<file path="config.mk">
export PLATFORM = sky130hd
export DESIGN_NAME = rst_sequencer
export DESIGN_NICKNAME = d
export VERILOG_FILES = /design/src/rtl/rstseq_pkg.sv /design/src/rtl/rstseq_sync2.sv /design/src/rtl/rstseq_mr_filter.sv /design/src/rtl/rstseq_delay_timer.sv /design/src/rtl/rst_sequencer.sv
export SDC_FILE = /design/constraint.sdc
export NUM_CORES = 1
export LEC_CHECK = 0
export BUFFER_PORTS_ARGS = -buffer_cell sky130_fd_sc_hd__buf_2
export CAP_MARGIN = 20
export CORE_UTILIZATION = 30
export DETAILED_ROUTE_END_ITERATION = 8
export PLACE_DENSITY = 0.52
export SYNTH_ARGS = -nofsm -noshare
export SYNTH_HDL_FRONTEND = slang
export SYNTH_SLANG_ARGS = --single-unit
export TNS_END_PERCENT = 50
</file>
<file path="constraint.sdc">
create_clock -name clk -period 4.3 [get_ports clk]
set_input_delay 0.215 -clock clk [delete_from_list [all_inputs] [get_ports clk]]
set_output_delay 0.215 -clock clk [all_outputs]
set_load 0.01 [all_outputs]
</file>
<file path="src/rtl/rstseq_pkg.sv">
package rstseq_pkg;

  typedef enum logic [1:0] {
    SEQ_HOLD  = 2'd0,
    SEQ_COUNT = 2'd1,
    SEQ_RUN   = 2'd2
  } seq_state_e;

  // Release delay in milliseconds for each select code.
  function automatic longint unsigned dly_ms(input logic [1:0] sel);
    case (sel)
      2'b00:   return 64'd100;
      2'b01:   return 64'd500;
      2'b10:   return 64'd1000;
      default: return 64'd5000;
    endcase
  endfunction

  localparam longint unsigned DLY_MS_MAX = 64'd5000;
  localparam longint unsigned DLY_MS_MIN = 64'd100;

endpackage

</file>
<file path="src/rtl/rstseq_sync2.sv">
module rstseq_sync2 #(
  parameter int W = 1,
  parameter logic RST_VAL = 1'b0
) (
  input  logic         clk,
  input  logic         rst,
  input  logic [W-1:0] d,
  output logic [W-1:0] q
);

  for (genvar i = 0; i < W; i++) begin : g_bit
    logic meta_q;
    logic sync_q;
    always_ff @(posedge clk) begin
      if (rst) begin
        meta_q <= RST_VAL;
        sync_q <= RST_VAL;
      end else begin
        meta_q <= d[i];
        sync_q <= meta_q;
      end
    end
    assign q[i] = sync_q;
  end

endmodule

</file>
<file path="src/rtl/rstseq_mr_filter.sv">
module rstseq_mr_filter #(
  parameter int MIN_CYC = 10
) (
  input  logic clk,
  input  logic rst,
  input  logic mr_s,
  output logic mr_act
);

  localparam int CW = (MIN_CYC > 1) ? $clog2(MIN_CYC) : 1;
  localparam logic [CW-1:0] LAST = CW'(MIN_CYC - 1);

  logic [CW-1:0] cnt_q;
  logic          full;

  assign full = (cnt_q == LAST);

  always_ff @(posedge clk) begin
    if (rst) begin
      cnt_q  <= '0;
      mr_act <= 1'b0;
    end else begin
      if (!mr_s) begin
        cnt_q <= '0;
      end else if (!full) begin
        cnt_q <= cnt_q + 1'b1;
      end
      mr_act <= mr_s && full;
    end
  end

endmodule

</file>
<file path="src/rtl/rstseq_delay_timer.sv">
module rstseq_delay_timer #(
  parameter int              CNT_W      = 32,
  parameter longint unsigned CYC_PER_MS = 64'd1000
) (
  input  logic       clk,
  input  logic       rst,
  input  logic       load,
  input  logic       run,
  input  logic [1:0] sel,
  output logic       done
);

  logic [CNT_W-1:0] cnt_q;
  logic [CNT_W-1:0] lim_q;

  assign done = (cnt_q == lim_q - 1'b1);

  always_ff @(posedge clk) begin
    if (rst) begin
      cnt_q <= '0;
      lim_q <= CNT_W'(rstseq_pkg::DLY_MS_MIN * CYC_PER_MS);
    end else if (load) begin
      cnt_q <= '0;
      lim_q <= CNT_W'(rstseq_pkg::dly_ms(sel) * CYC_PER_MS);
    end else if (run) begin
      cnt_q <= cnt_q + 1'b1;
    end else begin
      cnt_q <= '0;
    end
  end

endmodule

</file>
<file path="src/rtl/rst_sequencer.sv">
module rst_sequencer #(
  parameter int NUM_CH     = 2,
  parameter int CLK_PER_US = 125,
  parameter int US_PER_MS  = 1000,
  parameter int MR_MIN_US  = 5
) (
  input  logic              clk,
  input  logic              rst,
  input  logic [NUM_CH-1:0] pwr_good,
  input  logic              man_rst,
  input  logic [1:0]        dly_sel,
  output logic              sys_rst_n
);

  import rstseq_pkg::*;

  localparam longint unsigned CYC_PER_MS = longint'(CLK_PER_US) * longint'(US_PER_MS);
  localparam longint unsigned MAX_CYC    = DLY_MS_MAX * CYC_PER_MS;
  localparam int              CNT_W      = $clog2(MAX_CYC + 1);
  localparam int              MR_CYC     = MR_MIN_US * CLK_PER_US;

  logic [NUM_CH-1:0] pg_sync;
  logic              mr_sync;
  logic              mr_act;
  logic              all_good;
  logic              stop;
  logic              t_load;
  logic              t_run;
  logic              t_done;
  seq_state_e        state_q;
  seq_state_e        state_d;

  rstseq_sync2 #(.W(NUM_CH), .RST_VAL(1'b0)) u_pg_sync (
    .clk(clk), .rst(rst), .d(pwr_good), .q(pg_sync)
  );

  rstseq_sync2 #(.W(1), .RST_VAL(1'b0)) u_mr_sync (
    .clk(clk), .rst(rst), .d(man_rst), .q(mr_sync)
  );

  rstseq_mr_filter #(.MIN_CYC(MR_CYC)) u_mr_filt (
    .clk(clk), .rst(rst), .mr_s(mr_sync), .mr_act(mr_act)
  );

  rstseq_delay_timer #(.CNT_W(CNT_W), .CYC_PER_MS(CYC_PER_MS)) u_timer (
    .clk(clk), .rst(rst), .load(t_load), .run(t_run), .sel(dly_sel), .done(t_done)
  );

  assign all_good = &pg_sync;
  assign stop     = !all_good || mr_act;

  always_comb begin
    state_d = state_q;
    t_load  = 1'b0;
    t_run   = 1'b0;
    case (state_q)
      SEQ_HOLD: begin
        if (!stop) begin
          state_d = SEQ_COUNT;
          t_load  = 1'b1;
        end
      end
      SEQ_COUNT: begin
        if (stop) begin
          state_d = SEQ_HOLD;
        end else if (t_done) begin
          state_d = SEQ_RUN;
        end else begin
          t_run = 1'b1;
        end
      end
      SEQ_RUN: begin
        if (stop) state_d = SEQ_HOLD;
      end
      default: state_d = SEQ_HOLD;
    endcase
  end

  always_ff @(posedge clk) begin
    if (rst) begin
      state_q   <= SEQ_HOLD;
      sys_rst_n <= 1'b0;
    end else begin
      state_q   <= state_d;
      sys_rst_n <= (state_d == SEQ_RUN);
    end
  end

endmodule

</file>
# [Word level (Yosys, flattened, before mapping)]
# Index checks and enable logic that the tools add are counted.
[word_totals] output_inout_bits=1 wordCells=46 reg_bits=77 input_bits=7
[classes] reduce_logical=8 n_mux=13 addsub=3 n_bitwise=2 multipliers=1 eq_ne=7
[op_table] op="$mux 64" count=2
[op_table] op="$mul 64x14->27 const B" count=1
[op_table] op="$pmux 13 s3" count=1
[op_table] op="$add 30x1->30 const B" count=1
[op_table] op="$eq 30x30->1" count=1
[op_table] op="$sub 30x1->30 const B" count=1
[op_table] op="$add 10x1->10 const B" count=1
[op_table] op="$eq 10x10->1 const B" count=1
[op_table] op="$mux 2" count=4
[op_table] op="$eq 2x2->1 const B" count=3
[op_table] op="$pmux 2 s3" count=1
[op_table] op="$mux 1" count=5
[op_table] op="$eq 2x1->1 const B" count=2
[op_table] op="$logic_not 2->1" count=2
[op_table] op="$reduce_or 3->1" count=1
[op_table] op="$not 1->1" count=2
[op_table] op="$reduce_and 2->1" count=1
[op_table] op="$reduce_or 2->1" count=1
[op_table] op="$logic_and 1x1->1" count=1
[op_table] op="$logic_not 1->1" count=1
[op_table] op="$logic_or 1x1->1" count=1

# [Depth between registers and ports, before layout]
# Gate-level depths: netlist (run 1).
[depth] word_depth=8 depth_mapped=14 depth_no_buf=14

# [Cells and area by module]
# From an unflattened synthesis (run 1), not the netlist that was laid out.
[hier_totals] cells_unflattened=465 area_unflattened_um2=3967.6
[by_module_without_submodules] module="rstseq_delay_timer" cells_each=382 area_each_um2=3145.5 n_inst=1 seq_area_each_um2=940.9
[by_module_without_submodules] module="rstseq_mr_filter" cells_each=57 area_each_um2=516.7 n_inst=1 seq_area_each_um2=220.2
[by_module_without_submodules] module="rst_sequencer" cells_each=12 area_each_um2=132.6 n_inst=1 seq_area_each_um2=60.1
[by_module_without_submodules] module="rstseq_sync2 (u_pg_sync)" cells_each=10 area_each_um2=120.1 n_inst=1 seq_area_each_um2=80.1
[by_module_without_submodules] module="rstseq_sync2 (u_mr_sync)" cells_each=4 area_each_um2=52.6 n_inst=1 seq_area_each_um2=40.0

# [Worst setup path after synthesis (run 1)]
# Ideal clock, no wire load.
[synth_timing] path_type="input-to-reg" startpoint="input port dly_sel[0]" endpoint="register u_timer.lim_q[28]" setup_time_ns=0.132 stages=14 setup_slack_ns=1.289 arrival_ns=2.879 n_path_buf=0 cell_sequence="inv_1 ha_1 inv_1 ha_1 ha_1 ha_1 ha_1 or2_2 o211ai_1 o221ai_1 o21ai_0 a2111oi_0 a31oi_1 a31oi_1"
[synth_between] elab_chain_len=5 word_cells_on_any_way=7 cone_classes="1 x mul; 2 x eq/ne; 3 x mux; 1 x reduce/logical"
[synth_rtl] element="start: declaration" line="rst_sequencer.sv:11" rtl="input logic [1:0] dly_sel,"
[synth_rtl] element="$eq 2x2->1, or another cell as far along" line="rstseq_pkg.sv:11" rtl="case (sel)"
[synth_rtl] element="$pmux 13 s3 (*)" line="rstseq_pkg.sv:11"
[synth_rtl] element="$mux 64 (*)" line="rstseq_delay_timer.sv:22" rtl="end else if (load) begin"
[synth_rtl] element="$mux 64 (*)" line="rstseq_delay_timer.sv:19" rtl="if (rst) begin"
[synth_rtl] element="$mul 64x14->27 (*)" line="rstseq_delay_timer.sv:24" rtl="lim_q <= CNT_W'(rstseq_pkg::dly_ms(sel) * CYC_PER_MS);"
[synth_rtl] element="end signal: assignment" line="rstseq_delay_timer.sv:21" rtl="lim_q <= CNT_W'(rstseq_pkg::DLY_MS_MIN * CYC_PER_MS);"
[synth_rtl] element="end signal: assignment" line="rstseq_delay_timer.sv:24"
[synth_rtl] element="end: declaration" line="rstseq_delay_timer.sv:14" rtl="logic [CNT_W-1:0] lim_q;"
# Mark *: on every way between the ends. The rest lies on a longest branch, timed or not. The select of a mux whose other input is x is not followed.
# A chain may end at the register's enable or synchronous reset.

# [Worst setup path after layout (run 1)]
[layout_timing] startpoint="register u_timer.lim_q[19]" endpoint="register u_timer.cnt_q[14]"
[layout_between] elab_chain_len=7
[layout_rtl] element="$sub 30x1->30" line="rstseq_delay_timer.sv:16" rtl="assign done = (cnt_q == lim_q - 1'b1);"
[layout_rtl] element="$eq 30x30->1" line="rstseq_delay_timer.sv:16"
[layout_rtl] element="$mux 1" line="rst_sequencer.sv:66" rtl="end else if (t_done) begin"
[layout_rtl] element="$mux 1" line="rst_sequencer.sv:64" rtl="if (stop) begin"
[layout_rtl] element="$mux 1" line="rst_sequencer.sv:56" rtl="case (state_q)"
[layout_rtl] element="$not 1->1 (no source line)"
[layout_rtl] element="$reduce_or 3->1 (no source line)"
[layout_rtl] element="end signal: assignment" line="rstseq_delay_timer.sv:26" rtl="cnt_q <= cnt_q + 1'b1;"
[layout_rtl] element="end: declaration" line="rstseq_delay_timer.sv:13" rtl="logic [CNT_W-1:0] cnt_q;"
# Every way passes these cells.

==> impl_metrics.csv, run 1 <==
group,metric,value,unit
status,status,"completed",
run,drv_cap,0,
layout,seq_area,1360,µm²
place,place.gp.congestion,0.858,
layout,areaGrowthSynthToFinish,12.4,%
routing,dr.pass1.iters,4,
place,pre_cts_ws,0.794,ns
sta,period_share,0.762,
power_and_ir_drop,p_leak,1.59,nW
worst_hold_path,hp-class,"in2reg",
sta,fmax,0.305,GHz
global_route,grt_pass1_wl,16100,µm
place,portBuffers,7,
routing,drt-wirelength-per-cell,13.6,µm
sta,whs,0.0960,ns
synth,ys_seq_elements,68,
setup_path,critPathLaunchType,"flop",
synth,syn_inst,491,
routing,drt_iter0_drc,192,
routing,vias,3348,
layout,fin_nets,516,
global_route,grt_max_degree,31,
setup_path,r2r_start,"u_timer.lim_q[19]",
sta,setup_slack,1.02,ns
sta,rsz0062_at_grt,"no",
power_and_ir_drop,ir_drop,0.180,mV
sta,drv_slew,0,
sta,fin_tns_setup,0,ns
layout,multiInputGateArea,2550,µm²
setup_path,critPathLaunch,"u_timer.lim_q[19]",
routing,routed_via_density,5.01,
sta,hold_viol_final,0,
global_route,gr-total-overflow,0,
clock_network,cts.sinks,68,
synth,ys_seq_area_frac,0.333,
place,hpwl,6720,µm
floorplanning,die_w,119,µm
layout,drive_gt1_frac,0.0732,
synth,syn_avg_cell_area,8.32,µm²
routing,drc,0,
power_and_ir_drop,power_density,344,nW/µm²
floorplanning,ios,8,
routing,routed_wl,9090,µm
floorplanning,start_util,0.308,
sta,worstMarginPinSlew,1.03,ns
floorplanning,die_h,119,µm
setup_path,path_class,"reg2reg",
global_route,grt_use_total,0.140,
global_route,antenna_found_initial,0,
sta,relSlewSlack,0.312,
clock_network,cts-resized-gates,0,
clock_network,cts_root_buf,"clkbuf_16",
routing,drt.antenna.violating_nets,0,
global_route,grt_pass1_vias,3289,
clock_network,post-cts-setup-buffers,0,
floorplanning,dieArea,14100,µm²
clock_network,clk_pin_slew,0.05,ns
clock_network,cts_tree,"done",
layout,final_core_util,0.346,
sta,period_minus_slack,3.28,ns
synth,synth_warnings,0,
clock_network,numCtsBuffers,9,
sta,setup_viol,0,
worst_hold_path,min-delay-start,"man_rst",
setup_path,crit_fanout,15,
clock_network,cts_hold_buf,0,
synth,yosysUniqueCellTypes,58,
clock_network,clock_tree.buffer_depth,2,
floorplanning,core_area,13200,µm²
layout,diodes,0,
clock_network,clk_latency,0.33,ns
setup_path,crit_path_end_kind,"flop",
setup_path,worstPathRequired,4.46,ns
synth,async_reset_ff_frac,0,
floorplanning,fp-row-count,42,
synth,synth_edf_count,0,
synth,synth_flop_cell,"dfxtp_1",
synth,synth_area,4080,µm²
setup_path,arrival,3.44,ns
clock_network,h-tree-depth,3,
sta,fin_worst_skew,0.00635,ns
layout,fillers,1396,
==> synthesized netlist by cell type, types with 3 or more instances <==
library cell / instances / area, µm²
a211o_1: 6 / 52.6
a211oi_1: 6 / 45.0
a21oi_1: 22 / 110
a31oi_1: 4 / 25.0
and2_1: 3 / 18.8
and3_1: 9 / 56.3
and4_1: 5 / 43.8
and4b_1: 3 / 30.0
buf_2: 3 / 15.0
clkbuf_1: 19 / 71.3
dfxtp_1: 68 / 1360
ha_1: 22 / 275
inv_1: 14 / 52.6
mux2i_1: 3 / 30.0
nand2_1: 52 / 195
nand2b_1: 3 / 18.8
nand3_1: 18 / 90.1
nand3b_1: 4 / 30.0
nand4_1: 7 / 43.8
nor2_1: 41 / 154
nor2b_1: 9 / 56.3
nor3_1: 41 / 205
nor3b_1: 5 / 37.5
nor4_2: 3 / 37.5
o211ai_1: 3 / 22.5
o21ai_0: 6 / 30.0
o22ai_1: 5 / 31.3
or2_2: 3 / 18.8
or3_1: 3 / 18.8
xnor2_1: 25 / 219
xor2_1: 38 / 333
==> critical path: stages, from the launching register on <==
cell and delay [ns]:
dfxtp_1 0.41, inv_1 0.10, ha_1 0.21, nor3b_2 0.46, nand3_1 0.22, nor3_1 0.32
o22ai_1 0.10, nor4_1 0.27, and4b_1 0.62, buf_4 0.32, nor3_1 0.07
==> where the power goes <==
group	total, W	internal [W]	switching [W]	leakage (nW)
Sequential	0.000640	0.000635	0.00000475	0.549
Clock	0.000858	0.000597	0.000261	0.173
Combinational	0.0000795	0.0000331	0.0000464	0.871
Total	0.00158	0.00127	0.000312	1.59
==> stage by stage <==
step                total power (W)  instance area [µm²]  cells
finish                      0.00158                 4590    668
global placement           0.000731                 4240    652
CTS                         0.00160                 4590    668
floorplan                  0.000712                 4090    493
global route                0.00164                 4590    668
detailed placement         0.000732                 4240    652
==> final timing paths <==
kind	to	slack, ns	cells after the start
max reg2reg	u_timer.cnt_q[14]	1.02	10
min	u_mr_sync.g_bit[0].meta_q	0.1	2
min reg2reg	u_pg_sync.g_bit[1].sync_q	0.43	1
max	u_timer.cnt_q[14]	1.02	10
==> metal layers <==
metal | global-route usage | share of wire
met5 | 0 | 0
met4 | 0.0506 | 0.014
met3 | 0.0299 | 0.032
met2 | 0.230 | 0.46
met1 | 0.181 | 0.49
==> cell usage in the layout, fill, tap and decap left out, drive strengths merged, types with 4 or more instances in the layout <==
master / count
a211oi: 6
and4: 5
inv: 14
nor2b: 9
dfxtp: 68
nand4: 7
a21oi: 22
a211o: 6
o21ai: 6
xnor2: 25
o22ai: 5
nor2: 41
nand2: 52
nor3: 41
nand3b: 4
xor2: 38
nor4: 6
nand3: 18
ha: 22
buf: 9
and3: 9
nor3b: 6
a31oi: 4
clkbuf: 12
==> state kept, by name, summed over array words and instances (netlist names) <==
signal,count
state_q,2
u_mr_sync.q,1
u_pg_sync.g_bit.sync_q,2
u_timer.cnt_q,30
u_pg_sync.g_bit.meta_q,2
sys_rst_n,1
u_timer.lim_q,18
u_mr_filt.cnt_q,10
u_mr_filt.mr_act,1
u_mr_sync.g_bit.meta_q,1
==> cell type report <==
class	instances	share of cell area
Inverter	14	0.0115
Timing Repair Buffer	9	0.0109
Sequential cell	68	0.297
Tap cell	176	0.0480
Multi-Input combinational cell	385	0.556
Clock inverter	4	0.0207
Clock buffer	12	0.0559
==> cell families (layout without fill, tap and decap cells) <==
kind of cell / count (synthesis) / in the layout / synth area share
AOI/OAI and AO/OA: 74 / 74 / 0.127
xor gates and xnor gates: 63 / 63 / 0.135
adders and majority gates: 22 / 22 / 0.0674
buffers and inverters: 40 / 39 / 0.0432
DFF: 68 / 68 / 0.333
muxes: 4 / 4 / 0.0101
other: 1 / 3 / 0.000919
and+or+nand+nor: 219 / 219 / 0.283
(Power assumes the default switching activity.)
==> run 2, diff against run 1 <==
PLACE_DENSITY = 0.54   (was 0.52)
clock period = 3 ns   (was 4.3 ns; I/O delays follow)
==> impl_metrics.csv, run 2 (synthesis gave the netlist of run 1 again) <==
group,metric,value,unit
floorplanning,fp-row-count,42,
sta,whs,0.0342,ns
power_and_ir_drop,p_sw_frac,0.221,
layout,postLayoutCellArea,4760,µm²
power_and_ir_drop,p_int,0.00170,W
layout,fillers,1376,
setup_path,arrival,2.98,ns
layout,layout_commonest_cell,"dfxtp_1",
place,pre_cts_ws,-0.178,ns
layout,diodes,0,
global_route,grt_max_degree,31,
floorplanning,ios,8,
clock_network,cts_root_buf,"clkbuf_16",
sta,worstMarginPinSlew,0.771,ns
sta,period_minus_slack,2.79,ns
setup_path,crit_top_cell,"ha_1",
power_and_ir_drop,p_leak,1.69,nW
clock_network,cts_tree,"done",
global_route,gr-total-overflow,0,
status,status,"completed",
sta,drv_slew,0,
layout,reg_top3,"u_timer.cnt_q (30), u_timer.lim_q (18), u_mr_filt.cnt_q (10)",
sta,period_share,0.928,
power_and_ir_drop,ir_drop,0.229,mV
place,place.gp.congestion,0.842,
global_route,grt_pass1_wl,15600,µm
sta,hold_viol_final,0,
global_route,grt_use_total,0.136,
routing,drt.antenna.violating_nets,0,
run,drv_cap,0,
layout,largest_register_ffs,30,
routing,drc,0,
global_route,grt_pass1_vias,3208,
clock_network,clock_tree.buffer_depth,2,
power_and_ir_drop,power_density,458,nW/µm²
setup_path,cp_slowest_cell,"ha_1",
setup_path,worstPathRequired,3.20,ns
clock_network,cts.sinks,68,
sta,fmax,0.359,GHz
power_and_ir_drop,seqPwrFrac,0.420,
clock_network,h-tree-depth,3,
setup_path,crit_fanout,4,
routing,drt-wirelength-per-cell,13.3,µm
sta,rsz0062_at_grt,"no",
power_and_ir_drop,total_power,0.00218,W
routing,vias,3476,
place,portBuffers,7,
power_and_ir_drop,p_clk_frac,0.522,
clock_network,numCtsBuffers,9,
global_route,antenna_found_initial,0,
place,hpwl,6850,µm
sta,setup_viol,0,
setup_path,critPathLaunchType,"input pin",
routing,routed_wl,9130,µm
setup_path,crit_path_end_kind,"flop",
setup_path,max_stage_delay,0.32,ns
clock_network,clk_latency,0.33,ns
clock_network,clk_pin_slew,0.06,ns
setup_path,path_cells,"buf_2 > inv_1 > ha_1 > inv_1 > ha_1 > ha_1 > ha_1 > ha_1 > or2_2 > o211ai_1 > o221ai_1 > o21ai_1 > a2111oi_0 > a31oi_1 > a31oi_1",
layout,regMostFlops,"u_timer.cnt_q",
place,dpl_cell_area,4390,µm²
routing,routed_via_density,5.05,
floorplanning,dieArea,14100,µm²
sta,setup_slack,0.215,ns
routing,drt_iter0_drc,212,
floorplanning,die_h,119,µm
sta,relSlewSlack,0.486,
clock_network,cts_hold_buf,0,
layout,fin_nets,536,
layout,areaGrowthSynthToFinish,16.6,%
power_and_ir_drop,power_frac_comb,0.058,
sta,fin_worst_skew,0.00652,ns
floorplanning,die_w,119,µm
routing,dr.pass1.iters,4,
layout,drive_gt1_frac,0.115,
floorplanning,start_util,0.308,
floorplanning,core_area,13200,µm²
setup_path,path_class,"in2reg",
layout,layout_common_cells,"dfxtp_1, nand2_1, nor2_1, nor3_1, xor2_1",
power_and_ir_drop,switchingPower,0.000481,W
sta,fin_tns_setup,0,ns
worst_hold_path,hp-class,"in2reg",
==> run 2: cell count changes in the layout (fill, tap and decap cells not counted), sizes merged <==
| cell | delta |
|---|---|
| inv | +1 |
| clkinv | +2 |
| clkinvlp | +1 |
| buf | +20 |
| clkbuf | -3 |
| bufinv | -1 |
==> run 2: worst paths after layout <==
check                           slack (ns)  cells after the start                      start                   endpoint
worst min-delay path                  0.03                      2                    man_rst  u_mr_sync.g_bit[0].meta_q
worst max register to register        0.22                      7          u_timer.lim_q[22]                  sys_rst_n
worst min register to register        0.43                      1  u_mr_sync.g_bit[0].meta_q                u_mr_sync.q
worst max-delay path                  0.21                     15                 dly_sel[1]          u_timer.lim_q[28]
==> run 2: power by group through the flow <==
stage                     combinational [W]  sequential, W  clock, W
after detailed placement           0.000124       0.000936         0
after CTS                          0.000125       0.000916   0.00117
after floorplan                   0.0000874       0.000933         0
final                              0.000127       0.000916   0.00114
after global routing               0.000143       0.000916   0.00121
after global placement             0.000123       0.000936         0
==> run 2: final cells by class <==
type	count	area, µm²	share of cell area
multi-input combinational	385	2570	0.540
sequential	68	1360	0.286
timing repair buffer	29	233	0.0489
clock buffer	9	225	0.0473
tap	176	220	0.0463
clock inverter	7	98.8	0.0208
inverter	14	52.6	0.0110
==> run 2: timing repair <==
action / CTS / global route
setup endpoints to repair: 0 / 3
setup buffers: 0 / 0
resized for setup: 0 / 5
==> run 2: per-layer routing <==
metal / GRT usage / routed length [µm]
met1: 0.176 / 4380
met5: 0 / 0
met2: 0.221 / 4250
met3: 0.0256 / 302
met4: 0.0578 / 197
==> run 2: metrics by stage <==
step            util  instances
5_1_grt        0.360        688
2_1_floorplan      -        493
4_1_cts        0.356        687
6_report       0.360        688
3_3_place_gp   0.332        671
3_5_place_dp   0.332        671
==> run 2: worst max-delay path: cells and delay by family <==
kind	cells	cell delay, ns
buffers and inverters	3	0.21
adder cells (fa/ha/maj)	5	1.38
AO/OA/AOI/OAI	6	0.95
AND/OR/NAND/NOR	1	0.29
